**src/rtl/bcd_counter_pkg.sv**
```systemverilog
`timescale 1ns/1ps
// Package: shared types for the decade counter digit.
// Assumes: a single step decision is made per rising edge.
package bcd_counter_pkg;

    // Which update the digit register takes on the coming edge.
    typedef enum logic [1:0] {
        STEP_HOLD = 2'd0,
        STEP_LOAD = 2'd1,
        STEP_INC  = 2'd2
    } step_e;

endpackage

```
**src/rtl/bcd_next_state.sv**
```systemverilog
`timescale 1ns/1ps
// Module: bcd_next_state
// Chooses the next digit value from the load and enable controls.
// Load beats counting. A count step from the last state or above wraps to 0.
// Assumes: the caller applies the asynchronous clear separately.
module bcd_next_state
    import bcd_counter_pkg::*;
#(
    parameter int DIGIT_W    = 4,
    parameter int LAST_STATE = 9
) (
    input  logic               load_n,
    input  logic               cnt_en,
    input  logic               chain_en,
    input  logic [DIGIT_W-1:0] din,
    input  logic [DIGIT_W-1:0] cur_q,
    output step_e              step,
    output logic [DIGIT_W-1:0] nxt_q
);
    localparam logic [DIGIT_W-1:0] LAST_V = DIGIT_W'(LAST_STATE);
    localparam logic [DIGIT_W-1:0] ONE_V  = DIGIT_W'(1);

    logic [DIGIT_W-1:0] inc_q;

    // Incremented value with wrap at or past the last state.
    always_comb begin
        if (cur_q >= LAST_V) inc_q = '0;
        else                 inc_q = cur_q + ONE_V;
    end

    // Priority decision: load over count, otherwise hold.
    always_comb begin
        if (!load_n)                step = STEP_LOAD;
        else if (cnt_en && chain_en) step = STEP_INC;
        else                        step = STEP_HOLD;
    end

    // Select the value for the chosen step.
    always_comb begin
        unique case (step)
            STEP_LOAD: nxt_q = din;
            STEP_INC:  nxt_q = inc_q;
            default:   nxt_q = cur_q;
        endcase
    end
endmodule

```
**src/rtl/bcd_tc_gen.sv**
```systemverilog
`timescale 1ns/1ps
// Module: bcd_tc_gen
// Terminal-count decode for one digit. It is combinational, so the chain
// enable feeds forward to the next digit without waiting for an edge.
// Assumes: out-of-range values never match the last state.
module bcd_tc_gen #(
    parameter int DIGIT_W    = 4,
    parameter int LAST_STATE = 9
) (
    input  logic               chain_en,
    input  logic [DIGIT_W-1:0] cur_q,
    output logic               term_cnt
);
    localparam logic [DIGIT_W-1:0] LAST_V = DIGIT_W'(LAST_STATE);

    // Assert terminal count only at the last state with the chain enabled.
    always_comb term_cnt = chain_en && (cur_q == LAST_V);
endmodule

```
**src/rtl/bcd_digit_counter.sv**
```systemverilog
`timescale 1ns/1ps
// Module: bcd_digit_counter (top)
// One presettable decimal digit with an asynchronous active-low clear, a
// synchronous active-low load and two count enables. The chain enable also
// gates the terminal-count output, which is used for cascading digits.
// Assumes: inputs are stable around rising edges; clr_n changes off-edge.
module bcd_digit_counter
    import bcd_counter_pkg::*;
#(
    parameter int DIGIT_W    = 4,
    parameter int LAST_STATE = 9
) (
    input  logic               clk,
    input  logic               clr_n,
    input  logic               load_n,
    input  logic               cnt_en,
    input  logic               chain_en,
    input  logic [DIGIT_W-1:0] din,
    output logic [DIGIT_W-1:0] count_q,
    output logic               term_cnt
);
    localparam logic [DIGIT_W-1:0] LAST_V = DIGIT_W'(LAST_STATE);

    step_e              step;
    logic [DIGIT_W-1:0] nxt_q;
    logic [DIGIT_W-1:0] q_r;

    bcd_next_state #(.DIGIT_W(DIGIT_W), .LAST_STATE(LAST_STATE)) next_i (
        .load_n   (load_n),
        .cnt_en   (cnt_en),
        .chain_en (chain_en),
        .din      (din),
        .cur_q    (q_r),
        .step     (step),
        .nxt_q    (nxt_q)
    );

    bcd_tc_gen #(.DIGIT_W(DIGIT_W), .LAST_STATE(LAST_STATE)) tc_i (
        .chain_en (chain_en),
        .cur_q    (q_r),
        .term_cnt (term_cnt)
    );

    // Digit register: cleared at once by clr_n, else updated each edge.
    always_ff @(posedge clk or negedge clr_n) begin
        if (!clr_n) q_r <= '0;
        else        q_r <= nxt_q;
    end

    assign count_q = q_r;

    // Clear holds the digit at zero while it is low.
    assert_clear_zero_R1: assert property (@(posedge clk)
        !clr_n |-> (count_q == '0 && !term_cnt));

    // Load captures din on the edge, whatever the enables are.
    assert_load_capture_R2: assert property (@(posedge clk) disable iff (!clr_n)
        !load_n |=> count_q == $past(din));

    // Enabled step below the last state adds one.
    assert_count_step_R3: assert property (@(posedge clk) disable iff (!clr_n)
        (load_n && cnt_en && chain_en && count_q < LAST_V)
        |=> count_q == $past(count_q) + DIGIT_W'(1));

    // Either enable low means the value is kept.
    assert_hold_R4: assert property (@(posedge clk) disable iff (!clr_n)
        (load_n && !(cnt_en && chain_en)) |=> $stable(count_q));

    // Terminal count only ever appears at the last state.
    assert_tc_state_R5: assert property (@(posedge clk) disable iff (!clr_n)
        term_cnt |-> (count_q == LAST_V && chain_en));

    // Enabled step from the last state or an out-of-range value wraps to 0.
    assert_wrap_R6: assert property (@(posedge clk) disable iff (!clr_n)
        (load_n && cnt_en && chain_en && count_q >= LAST_V) |=> count_q == '0);

    // A low load always wins over the enables.
    assert_load_prio_R7: assert property (@(posedge clk) disable iff (!clr_n)
        !load_n |-> step == STEP_LOAD);
endmodule

```
**config.mk**
```make
export PLATFORM = sky130hd
export DESIGN_NAME = bcd_digit_counter
export DESIGN_NICKNAME = d
export VERILOG_FILES = /design/src/rtl/bcd_counter_pkg.sv /design/src/rtl/bcd_next_state.sv /design/src/rtl/bcd_tc_gen.sv /design/src/rtl/bcd_digit_counter.sv
export SDC_FILE = /design/constraint.sdc
export NUM_CORES = 1
export LEC_CHECK = 0
export BUFFER_PORTS_ARGS = -buffer_cell sky130_fd_sc_hd__buf_2
export CORE_AREA = 4 4 41 43
export DETAILED_ROUTE_END_ITERATION = 8
export DIE_AREA = 0 0 45 47
export HOLD_SLACK_MARGIN = 0.12
export PLACE_DENSITY = 0.41
export SYNTH_ARGS = -nofsm -noshare
export SYNTH_HDL_FRONTEND = slang
export SYNTH_SLANG_ARGS = --single-unit
```
**constraint.sdc**
```tcl
create_clock -name clk -period 3.21 [get_ports clk]
set_clock_uncertainty 0.15 [all_clocks]
set_input_delay 0.321 -clock clk [delete_from_list [all_inputs] [get_ports clk]]
set_output_delay 0.321 -clock clk [all_outputs]
set_load 0.02 [all_outputs]
```
### Word level (Yosys, flattened, before mapping)

Cells that the tools add are included.

* add/sub/neg operators: 1
* magnitude comparators: 1
* equal/unequal tests: 3
* mux-type cells: 4
* reductions and logical operators: 3

Operators with widths (count)
* 4-bit case mux with 2 select lines: 1
* 4-bit by 1-bit adder with 4-bit output, second input constant: 1
* 4-bit equality test, second input constant: 1
* 4-bit >= comparator, second input constant: 1
* 2-bit two-way mux: 2
* 4-bit two-way mux: 1
* 2-bit by 1-bit equality test with 1-bit output, second input constant: 1
* 2-bit equality test, second input constant: 1
* 1-bit logical AND: 2
* 2-bit nonzero test: 1

* register bits after elaboration: 4
* input bits: 9
* output and inout bits: 5

### Depth between registers and ports, before layout

Gate-level depths: netlist of the first run.

* depth after elaboration: 5
* depth in mapped cells: 5
* depth with buffers taken out: 5

### Modules after synthesis

From an unflattened synthesis of the first run, not the netlist that was laid out.

* cells, all modules: 36
* area, all modules: 311.5 sq um

By module, submodules not included
* bcd_next_state: times used 1, cells each 30, area each 198.9 sq um
* bcd_digit_counter: times used 1, cells each 4, area each 100.1 sq um
* bcd_tc_gen: times used 1, cells each 2, area each 12.5 sq um

### Least setup slack after synthesis of the first run

No wires, ideal clock.

* kind: register to register
* from: reg q_r[1], in the netlist count_q[1]
* to: reg q_r[0], in the netlist count_q[0]
* data arrival time: 1.442 ns
* slack: 1.536 ns
* cell stages (with the launch flop): 6
* path buffers: 0
* path through: dfrtp_1 inv_1 ha_1 nor3b_1 o2111ai_1 a31oi_1

* cells in the longest elaborated chain, start to end: 3

Ends and longest elaborated chain
* start, declared: line bcd_digit_counter.sv:26 `logic [DIGIT_W-1:0] q_r;`
* start signal, assigned: line bcd_digit_counter.sv:47 `else q_r <= nxt_q;`
* 4-bit >= comparator: line bcd_next_state.sv:27 `if (cur_q >= LAST_V) inc_q = '0;`
* 4-bit two-way mux: line bcd_next_state.sv:27
* 4-bit case mux with 2 select lines: line bcd_next_state.sv:40 `unique case (step)`

Every way passes these cells.
A chain may end at the register's enable or synchronous reset.

### Final worst setup path of the first run

* from: reg q_r[1], in the netlist count_q[1]
* to: out term_cnt

* cells in the longest elaborated chain, start to end: 2

Ends and longest elaborated chain
* 4-bit equality test: line bcd_tc_gen.sv:17 `always_comb term_cnt = chain_en && (cur_q == LAST_V);`
* 1-bit logical AND: line bcd_tc_gen.sv:17
* end, declared: line bcd_digit_counter.sv:20 `output logic term_cnt`

Every way passes these cells.

==> results of run 1 <==
-- worst register-to-register path, stage by stage, from the launching register on --
cell and delay, ns:
dfrtp_1 0.49, inv_1 0.10, ha_1 0.22, nor3b_1 0.34
o2111ai_1 0.17, a31oi_1 0.18
-- cells in the final DEF, fill, tap and decap left out --
master / count
clkbuf_4: 3
buf_2: 13
dfrtp_1: 4
dlygate4sd3_1: 1
o211ai_1: 1
nand2_1: 2
a31oi_1: 4
nor2b_1: 2
nand4_1: 1
or4_1: 1
inv_1: 4
nand2_2: 1
nand2_8: 1
ha_1: 3
nor2_1: 3
o21ai_0: 1
a21oi_1: 1
and3_1: 1
o2111ai_1: 2
o21ai_1: 1
nor3b_1: 1
-- logic make-up (layout without fill, tap and decap cells) --
group | after synthesis | after routing | share of synthesized area [%]
adders and majority gates | 3 | 3 | 12.2
AOI/OAI and AO/OA | 10 | 10 | 21.2
and+or+nand+nor | 13 | 13 | 27.8
buffers and inverters | 5 | 21 | 6.12
DFF | 4 | 4 | 32.7
-- report_power, final --
group          switching (mW)  total (mW)  internal [mW]
clock network          0.0199      0.0617         0.0418
logic                  0.0275      0.0474         0.0199
registers              0.0101      0.0661         0.0560
total                  0.0576       0.175          0.118
-- worst max-delay path by stage --
stage,from,endpoint,slack (ns),cells after the start
4_1_cts,count_q[1],term_cnt,1.38,4
5_1_grt,count_q[1],count_q[1],1.27,5
6_report,count_q[1],term_cnt,1.40,4
3_5_place_dp,count_q[1],count_q[1],1.48,5
3_3_place_gp,count_q[1],count_q[0],1.51,5
2_1_floorplan,count_q[1],count_q[0],1.54,5
-- per-stage QoR --
| stage | cell area, sq um | std cells | total power [mW] | util, % | hold slack (ns) |
|---|---|---|---|---|---|
| 2_1_floorplan | 307 | 35 | 0.0948 | - | -0.125 |
| 3_3_place_gp | 387 | 62 | 0.113 | 29.7 | -0.0209 |
| 3_5_place_dp | 387 | 62 | 0.114 | 29.7 | -0.0139 |
| 4_1_cts | 419 | 66 | 0.180 | 32.2 | 0.190 |
| 5_1_grt | 419 | 66 | 0.189 | 32.2 | 0.205 |
| 6_report | 419 | 66 | 0.175 | 32.2 | 0.201 |
-- layer usage --
metal	vias up	routed length, um	GRT usage (%)
li1	158	-	-
met3	0	71	2.68
met4	0	0	8.77
met1	138	342	8.94
met5	-	0	0
met2	10	362	11.9
-- layout make-up --
| type | instances | area, sq um |
|---|---|---|
| Fill cell | 158 | 882 |
| Multi-Input combinational cell | 26 | 188 |
| Sequential cell | 4 | 100 |
| Timing Repair Buffer | 14 | 75.1 |
| Clock buffer | 3 | 22.5 |
| Tap cell | 15 | 18.8 |
| Inverter | 4 | 15.0 |
-- timing repair --
item | 4_1_cts | 5_1_grt
hold buffers | 1 | 0
endpoints found under the hold margin | 4 | 0
resized for setup | 0 | 0
==> metrics.cfg, run 1 <==
[logic_synthesis]
ys_seq_area_share_pct=32.7
yosys-top-cells-area=dfrtp_1, ha_1, a31oi_1
synth-seq-cells=4
synth_cells=35
synth_edf_count=0
syn_avg_cell_area_sq_um=8.76
async_flop_share_pct=100
ys.flop_type=dfrtp_1
synth_cell_types=19
syn_area_sq_um=307
synth_top_area_share_pct=32.7
yosys_warnings=0
synth_area_leader_cell=dfrtp_1
synthTopCellsByCount=a31oi_1, dfrtp_1, inv_1, ha_1, nor2_1
synthesis.nets=47

[clock_network]
cts_buffers=3
htree_levels=1
clk_pin_slew_ns=0.04
cts_root_buffer=clkbuf_4
cts_buffer_depth=2
cts_setup_buffers=0
clock_latency_ns=0.23
clock_sinks=4
cts_tree=built

[power_and_ir_drop]
ir_worst_vdd_v=0.000149
power_density_nw_per_um2=418
leakage_nw=0.204

[floorplanning]
core-area_sq_um=1300
dieHeight_um=47
start_util_pct=23.6
die_w_um=45
io_pins=14
die_area_sq_um=2120
rows=13

[grt]
grt_use_total_pct=8.16
grt_overflow=0
grt_pass1_vias=302
antenna_found_initial=0
grt_start_max_net_pins=10
grt_pass1_wl_um=1190

[drt]
finalWirelength_um=776
drc=0
drt_pre_antenna_iters=4
routed-via-count=306
ant_nets=0
dr.first_iter.drc_count=2
via_per_inst=4.64
wire_per_inst_um=11.8

[hold_path]
hold_end=count_q[1]
worstHoldPathCells=3
worstHoldStart=din[1]
min_path_type=in2reg

[placed_design]
dp_slack_ns=1.48
io_buffers=13
gp_congestion=0.722
hpwl_um=665

[critical_path]
rr_endpoint=count_q[1]
path_cells=inv_1, ha_1, and3_1, buf_2
regToRegSetupSlack_ns=1.48
start_kind=flop
r2r-start=count_q[1]
ff2ff_path_depth=5
crit_slowest_cell=dfrtp_1
cpPeakStageDelay_ns=0.49
crit_required_ns=2.74
worst-setup-path-type=reg2out
end_kind=output port
cp.arrival_ns=1.34
crit_fanout=5
cp_top_family=flip-flops
crit_buf_inv=2

[final_layout]
largest_reg_flops=4
n_antenna_cell=0
fin_nets=65
syn_to_final_growth_pct=36.7
drive_gt1_share_pct=35.3

[timing]
finalMaxSlewViolations=0
period_needed_ns=1.81
worst_pin_slew_ns=0.337
fin_crit_sh_pct=56.3
fin_ws_ns=1.40
grt_setup_unrepaired=false
setup-violations-final=0
max_slew_margin_pct=77.5
finalHoldViolCount=0
clock.fmax_ghz=0.553
tns_ns=0

[run]
cap_violations=0

[run_status]
status=complete, no violations

Power figures use the tool's default switching activity.
==> inputs of run 2 (changes only) <==
--- a/config.mk
+++ b/config.mk
@@ -5,12 +5,13 @@
 export SDC_FILE = /design/constraint.sdc
 export NUM_CORES = 1
 export LEC_CHECK = 0
+export ABC_AREA = 1
 export BUFFER_PORTS_ARGS = -buffer_cell sky130_fd_sc_hd__buf_2
 export CORE_AREA = 4 4 41 43
 export DETAILED_ROUTE_END_ITERATION = 8
 export DIE_AREA = 0 0 45 47
 export HOLD_SLACK_MARGIN = 0.12
-export PLACE_DENSITY = 0.41
+export PLACE_DENSITY = 0.43
 export SYNTH_ARGS = -nofsm -noshare
 export SYNTH_HDL_FRONTEND = slang
 export SYNTH_SLANG_ARGS = --single-unit
==> constraint.sdc (replaced) <==
create_clock -name clk -period 1.9 [get_ports clk]
set_clock_uncertainty 0.15 [all_clocks]
set_input_delay 0.19 -clock clk [delete_from_list [all_inputs] [get_ports clk]]
set_output_delay 0.19 -clock clk [all_outputs]
set_load 0.02 [all_outputs]
==> run 2 against run 1 <==
  * Worst hold slack lost 0.069 ns
  * Cell area up 6.0%
  * Wire length decreased by 3.6%
  * Flip-flop and latch count stayed put
==> metrics.cfg, run 2 <==
[clock_network]
cts_setup_buffers=0  ; unchanged
cts_buffer_depth=2  ; unchanged
cts_root_buffer=clkbuf_4
clock_sinks=4  ; unchanged
clock_latency_ns=0.23  ; about the same
htree_levels=1  ; unchanged
cts_tree=built
cts_buffers=3  ; unchanged
clk_pin_slew_ns=0.04  ; about the same

[logic_synthesis]
synth_cell_types=13  ; -6
ys_seq_area_share_pct=30.5  ; -2.1 points
yosys-top-cells-area=dfrtp_1, ha_1, nand2_1
synthTopCellsByCount=nand2_1, inv_1, a21oi_1, nand3_1, nor2_1
synth.most_common_cell=nand2_1
yosys_warnings=0  ; unchanged
synth_edf_count=0  ; unchanged
synth-seq-cells=4  ; unchanged
synth_area_leader_cell=dfrtp_1
synth_top_area_share_pct=30.5  ; -2.1 points
syn_area_sq_um=328  ; +6.9%
async_flop_share_pct=100  ; unchanged
synth_cells=46  ; +31%
ys.flop_type=dfrtp_1
syn_avg_cell_area_sq_um=7.13  ; -19%
synthesis.nets=58  ; +23%

[final_layout]
final.fill_count=142  ; -10%
largest_reg_flops=4  ; unchanged
n_antenna_cell=0  ; unchanged
final_common_cell=buf_2
fin_nets=77  ; +18%
final_util_pct=34.1  ; +1.9 points
final_cell_mix=buf_2, nand2_1, inv_1
syn_to_final_growth_pct=35.5
drive_gt1_share_pct=34.9  ; -0.37 points

[placed_design]
gp_congestion=0.739  ; +2.2%
hpwl_um=597  ; -10%
io_buffers=13  ; unchanged

[drt]
routed-via-count=338  ; +10%
drc=0  ; unchanged
dr.first_iter.drc_count=5  ; +3
via_per_inst=4.33  ; -6.5%
drt_pre_antenna_iters=4  ; unchanged
ant_nets=0  ; unchanged
wire_per_inst_um=9.59  ; -18%
finalWirelength_um=748  ; -3.6%

[power_and_ir_drop]
switching_share_pct=34.1  ; +1.2 points
switchingPower_uw=105  ; +82%
comb_power_share_pct=29.9  ; +2.8 points
power_density_nw_per_um2=691  ; +65%
ir_worst_vdd_v=0.000492  ; +230%
seqPwrFrac_pct=37.1  ; -0.6 points
internal_power_uw=202  ; +72%
leakage_nw=0.246  ; +21%
p_total_uw=307  ; +75%
clkPwrFrac_pct=33.0  ; -2.2 points

[critical_path]
worst-setup-path-type=reg2out
end_kind=output port
crit_fanout=6  ; +1
start_kind=flop
ff2ff_path_depth=7  ; +2
cp.arrival_ns=1.27  ; -0.07 ns
crit_required_ns=1.56  ; -1.18 ns

[timing]
grt_setup_unrepaired=false
period_needed_ns=1.61
fin_crit_sh_pct=84.5
clock.fmax_ghz=0.623
setup-violations-final=0  ; unchanged
worst_pin_slew_ns=0.253  ; -0.0840 ns
tns_ns=0  ; unchanged
finalHoldViolCount=0  ; unchanged
max_slew_margin_pct=83.1  ; +5.6 points
finalMaxSlewViolations=0  ; unchanged

[grt]
grt_overflow=0  ; unchanged
antenna_found_initial=0  ; unchanged
grt_pass1_vias=297  ; -1.7%
grt_pass1_wl_um=1230  ; +3.5%
grt_start_max_net_pins=8  ; -2
grt_use_total_pct=8.01  ; -0.15 points

[floorplanning]
start_util_pct=25.2  ; +1.6 points
die_w_um=45  ; unchanged
dieHeight_um=47  ; unchanged
core-area_sq_um=1300  ; unchanged
io_pins=14  ; unchanged
rows=13  ; unchanged
die_area_sq_um=2120  ; unchanged

[hold_path]
min_path_type=in2async

[run]
cap_violations=0  ; unchanged

[run_status]
status=complete, no violations

[run 2: cell types whose count changed after synthesis, sizes merged, moves of 4 or more]
| cell | previous run | this run |
|---|---|---|
| nand3 | 0 | 5 |
| a31oi | 4 | 0 |
| inv | 4 | 9 |
| a21oi | 1 | 7 |
| nand2 | 4 | 9 |
[run 2: power by group through the flow]
stage / Clock, mW / Combinational, mW / Sequential (mW)
global placement: 0 / 0.0924 / 0.115
floorplan: 0 / 0.0486 / 0.123
finish: 0.101 / 0.0919 / 0.114
detailed placement: 0 / 0.0912 / 0.115
global route: 0.118 / 0.103 / 0.117
CTS: 0.108 / 0.0934 / 0.114
[run 2: cell type report]
cell class              instances  area (sq um)  share of cell area [%]
flip-flops and latches          4           100                    22.5
well taps                      15          18.8                    4.23
clock buffers                   3          22.5                    5.07
multi-input cells              33           194                    43.7
inverters                       9          33.8                    7.61
repair buffers                 14          75.1                    16.9
[run 2: final timing paths]
| path | startpoint | endpoint | slack [ns] |
|---|---|---|---|
| max in group asynchronous | clr_n | count_q[2] | 1.35 |
| worst min register to register | count_q[3] | count_q[3] | 0.49 |
| worst max register to register | count_q[1] | count_q[2] | 0.45 |
| min in group clk | din[3] | count_q[3] | 0.13 |
| worst max-delay path | count_q[1] | term_cnt | 0.29 |
| worst min-delay path | clr_n | count_q[0] | 0.13 |
[run 2: through the flow]
| step | hold slack [ns] | cells | area (sq um) | setup slack, ns |
|---|---|---|---|---|
| finish | 0.132 | 78 | 444 | 0.294 |
| global route | 0.125 | 78 | 444 | 0.167 |
| CTS | 0.125 | 78 | 444 | 0.267 |
| detailed placement | -0.151 | 74 | 412 | 0.439 |
| global placement | -0.150 | 74 | 412 | 0.424 |
| floorplan | -0.256 | 46 | 328 | 0.314 |
[run 2: what timing repair did]
item | CTS | global route
endpoints found under the hold margin | 4 | 0
hold buffers | 1 | 0
resized for setup | 0 | 0
[run 2: worst max-delay path: stages (launching register included)]
cell	delay, ns
dfrtp_1	0.43
inv_1	0.10
ha_1	0.16
nand2_1	0.05
nor3_1	0.11
buf_2	0.18
[run 2: per-layer routing]
layer / global-route usage, % / part of all wire [%] / vias up
met1: 11.3 / 50 / 141
met4: 0 / 0 / 0
met3: 4.60 / 9.6 / 0
li1: - / - / 184
met2: 11.3 / 40 / 13
met5: 0 / 0 / -
[run 2: cell families (layout without fill, tap and decap cells)]
group | after synthesis | count (layout) | synth area share (%)
and+or+nand+nor | 22 | 22 | 32.1
buffers and inverters | 9 | 26 | 10.3
AOI/OAI and AO/OA | 7 | 7 | 13.0
DFF | 4 | 4 | 30.5
adders and majority gates | 3 | 3 | 11.5
xor gates and xnor gates | 1 | 1 | 2.67
==> inputs of run 3 (changes only) <==
==> constraint.sdc (replaced) <==
create_clock -name clk -period 1.6 [get_ports clk]
set_clock_uncertainty 0.15 [all_clocks]
set_input_delay 0.16 -clock clk [delete_from_list [all_inputs] [get_ports clk]]
set_output_delay 0.16 -clock clk [all_outputs]
set_load 0.02 [all_outputs]
==> run 3 against run 2 <==
  * Worst setup slack worse by 0.21 ns
  * Via count up 7.4%
  * Power up 25%
  * Clock-buffer cell count stayed put
  * Combinational power increased by 37%
  * Cell area rose by 14%
  * Largest cell class unchanged
==> metrics.cfg, run 3 (same netlist as run 2, synthesis figures left out) <==
[run_status]
status=complete, no violations

[clock_network]
cts_buffer_depth=2  ; unchanged
clock_sinks=4  ; unchanged
clk_pin_slew_ns=0.04  ; about the same
htree_levels=1  ; unchanged
cts_buffers=3  ; unchanged
cts_tree=built
cts_root_buffer=clkbuf_4
clock_latency_ns=0.23  ; about the same

[power_and_ir_drop]
power_density_nw_per_um2=757  ; +9.6%
ir_worst_vdd_v=0.000342  ; -31%
leakage_nw=0.267  ; +8.6%

[drt]
finalWirelength_um=810  ; +8.3%
dr.first_iter.drc_count=9  ; +4
ant_nets=0  ; unchanged
drc=0  ; unchanged
drt_pre_antenna_iters=4  ; unchanged
via_per_inst=4.32  ; -0.27%
wire_per_inst_um=9.64  ; +0.55%
routed-via-count=363  ; +7.4%

[floorplanning]
start_util_pct=25.2  ; unchanged
die_area_sq_um=2120  ; unchanged
io_pins=14  ; unchanged
core-area_sq_um=1300  ; unchanged
dieHeight_um=47  ; unchanged
rows=13  ; unchanged
die_w_um=45  ; unchanged

[critical_path]
path_cells=inv_2, ha_2, nand2_1, nor3_1, buf_2
start_kind=flop
regToRegSetupSlack_ns=0.23  ; -0.22 ns
crit_required_ns=1.29  ; -0.27 ns
crit_start=count_q[1]
crit_slowest_cell=dfrtp_2
end_kind=output port
cp.arrival_ns=1.21  ; -0.06 ns
ff2ff_path_depth=5  ; -2
worst-setup-path-type=reg2out
r2r-start=count_q[1]
crit_fanout=2  ; -4
rr_endpoint=count_q[2]
cp_top_family=flip-flops
crit_buf_inv=2  ; unchanged
cpPeakStageDelay_ns=0.40  ; -0.03 ns

[grt]
grt_start_max_net_pins=8  ; unchanged
grt_pass1_wl_um=1370  ; +11%
grt_use_total_pct=9.21  ; +1.2 points
grt_pass1_vias=343  ; +15%
grt_overflow=0  ; unchanged
antenna_found_initial=0  ; unchanged

[final_layout]
drive_gt1_share_pct=39.1  ; +4.2 points
final_util_pct=38.9  ; +4.8 points
instances_no_fill=84  ; +7.7%
final_cell_mix=buf_2, nand2_1, dlygate4sd3_1
multiInputGateArea_sq_um=196  ; +1.3%
fin_nets=83  ; +7.8%
syn_to_final_growth_pct=54.6
final_common_cell=buf_2
design_area_sq_um=507  ; +14%
n_antenna_cell=0  ; unchanged
final.fill_count=149  ; +4.9%
seqCellArea_sq_um=103  ; +2.5%
largest_reg_flops=4  ; unchanged

[timing]
grt_setup_unrepaired=false
fin_ws_ns=0.0818  ; -0.212 ns
setup-violations-final=0  ; unchanged
clock.fmax_ghz=0.659
worst_pin_slew_ns=0.243  ; -0.0106 ns
tns_ns=0  ; unchanged
max_slew_margin_pct=83.8  ; +0.71 points
period_needed_ns=1.52
finalMaxSlewViolations=0  ; unchanged
fin_crit_sh_pct=94.9
finalHoldViolCount=0  ; unchanged

[hold_path]
min_path_type=in2reg
worstHoldPathCells=6
worstHoldStart=load_n
hold_end=count_q[1]

[placed_design]
gp_congestion=0.685  ; -7.2%
io_buffers=13  ; unchanged
placed_cells=74  ; unchanged
hpwl_um=604  ; +1.3%
dp_slack_ns=0.134  ; -0.304 ns
postPlaceCellArea_sq_um=412  ; unchanged

[run]
cap_violations=0  ; unchanged

[run 3: cell types whose count changed in the layout (fill, tap and decap cells not counted)]
cell / delta
dfrtp_2: +2
ha_1: -1
ha_2: +1
buf_4: +1
dfrtp_1: -2
inv_1: -1
inv_2: +1
dlygate4sd3_1: +5
[run 3: per-layer routing]
metal  wire length (um)  GRT usage [%]  up-vias
li1                   -              -      193
met1                381           10.6      163
met2                386           15.5        7
met3                 42           2.30        0
met4                  0           5.26        0
met5                  0              0        -
[run 3: metrics by stage]
stage	hold WS (ns)	total power [mW]
after CTS	0.169	0.393
after floorplan	-0.286	0.204
final	0.164	0.383
after detailed placement	-0.184	0.245
after global routing	0.201	0.413
after global placement	-0.181	0.246
[run 3: worst max path at each step]
stage                     slack (ns)         end  cells past startpoint
final                           0.08    term_cnt                      5
after global routing            0.01    term_cnt                      5
after CTS                       0.02    term_cnt                      4
after detailed placement        0.13  count_q[2]                      7
after global placement          0.14  count_q[2]                      7
after floorplan                 0.04    term_cnt                      4
[run 3: worst register-to-register path: cells and delay by family, from the launching register on]
kind | cells | cell delay, ns
flip-flops | 1 | 0.40
adder cells (fa/ha/maj) | 1 | 0.18
buffers and inverters | 1 | 0.16
XOR/XNOR | 1 | 0.15
AO/OA/AOI/OAI | 1 | 0.15
AND/OR/NAND/NOR | 1 | 0.11
[run 3: repair_timing]
| action | CTS | global route |
|---|---|---|
| hold endpoints to repair | 8 | 0 |
| cloned | 0 | 0 |
| buffers inserted | 1 | 0 |
| endpoints found under the setup margin | 1 | 1 |
| gates resized for setup | 1 | 3 |
| hold buffers | 6 | 0 |
[run 3: report_power, final]
part	total, mW	switching, mW	internal (mW)
logic	0.126	0.0706	0.0551
registers	0.134	0.0196	0.115
clock network	0.123	0.0396	0.0838
[run 3: area by class of cell]
cell class / count / share of cell area [%]
Multi-Input combinational cell: 33 / 38.8
Inverter: 9 / 6.67
Timing Repair Buffer: 20 / 26.2
Tap cell: 15 / 3.70
Sequential cell: 4 / 20.2
Clock buffer: 3 / 4.44
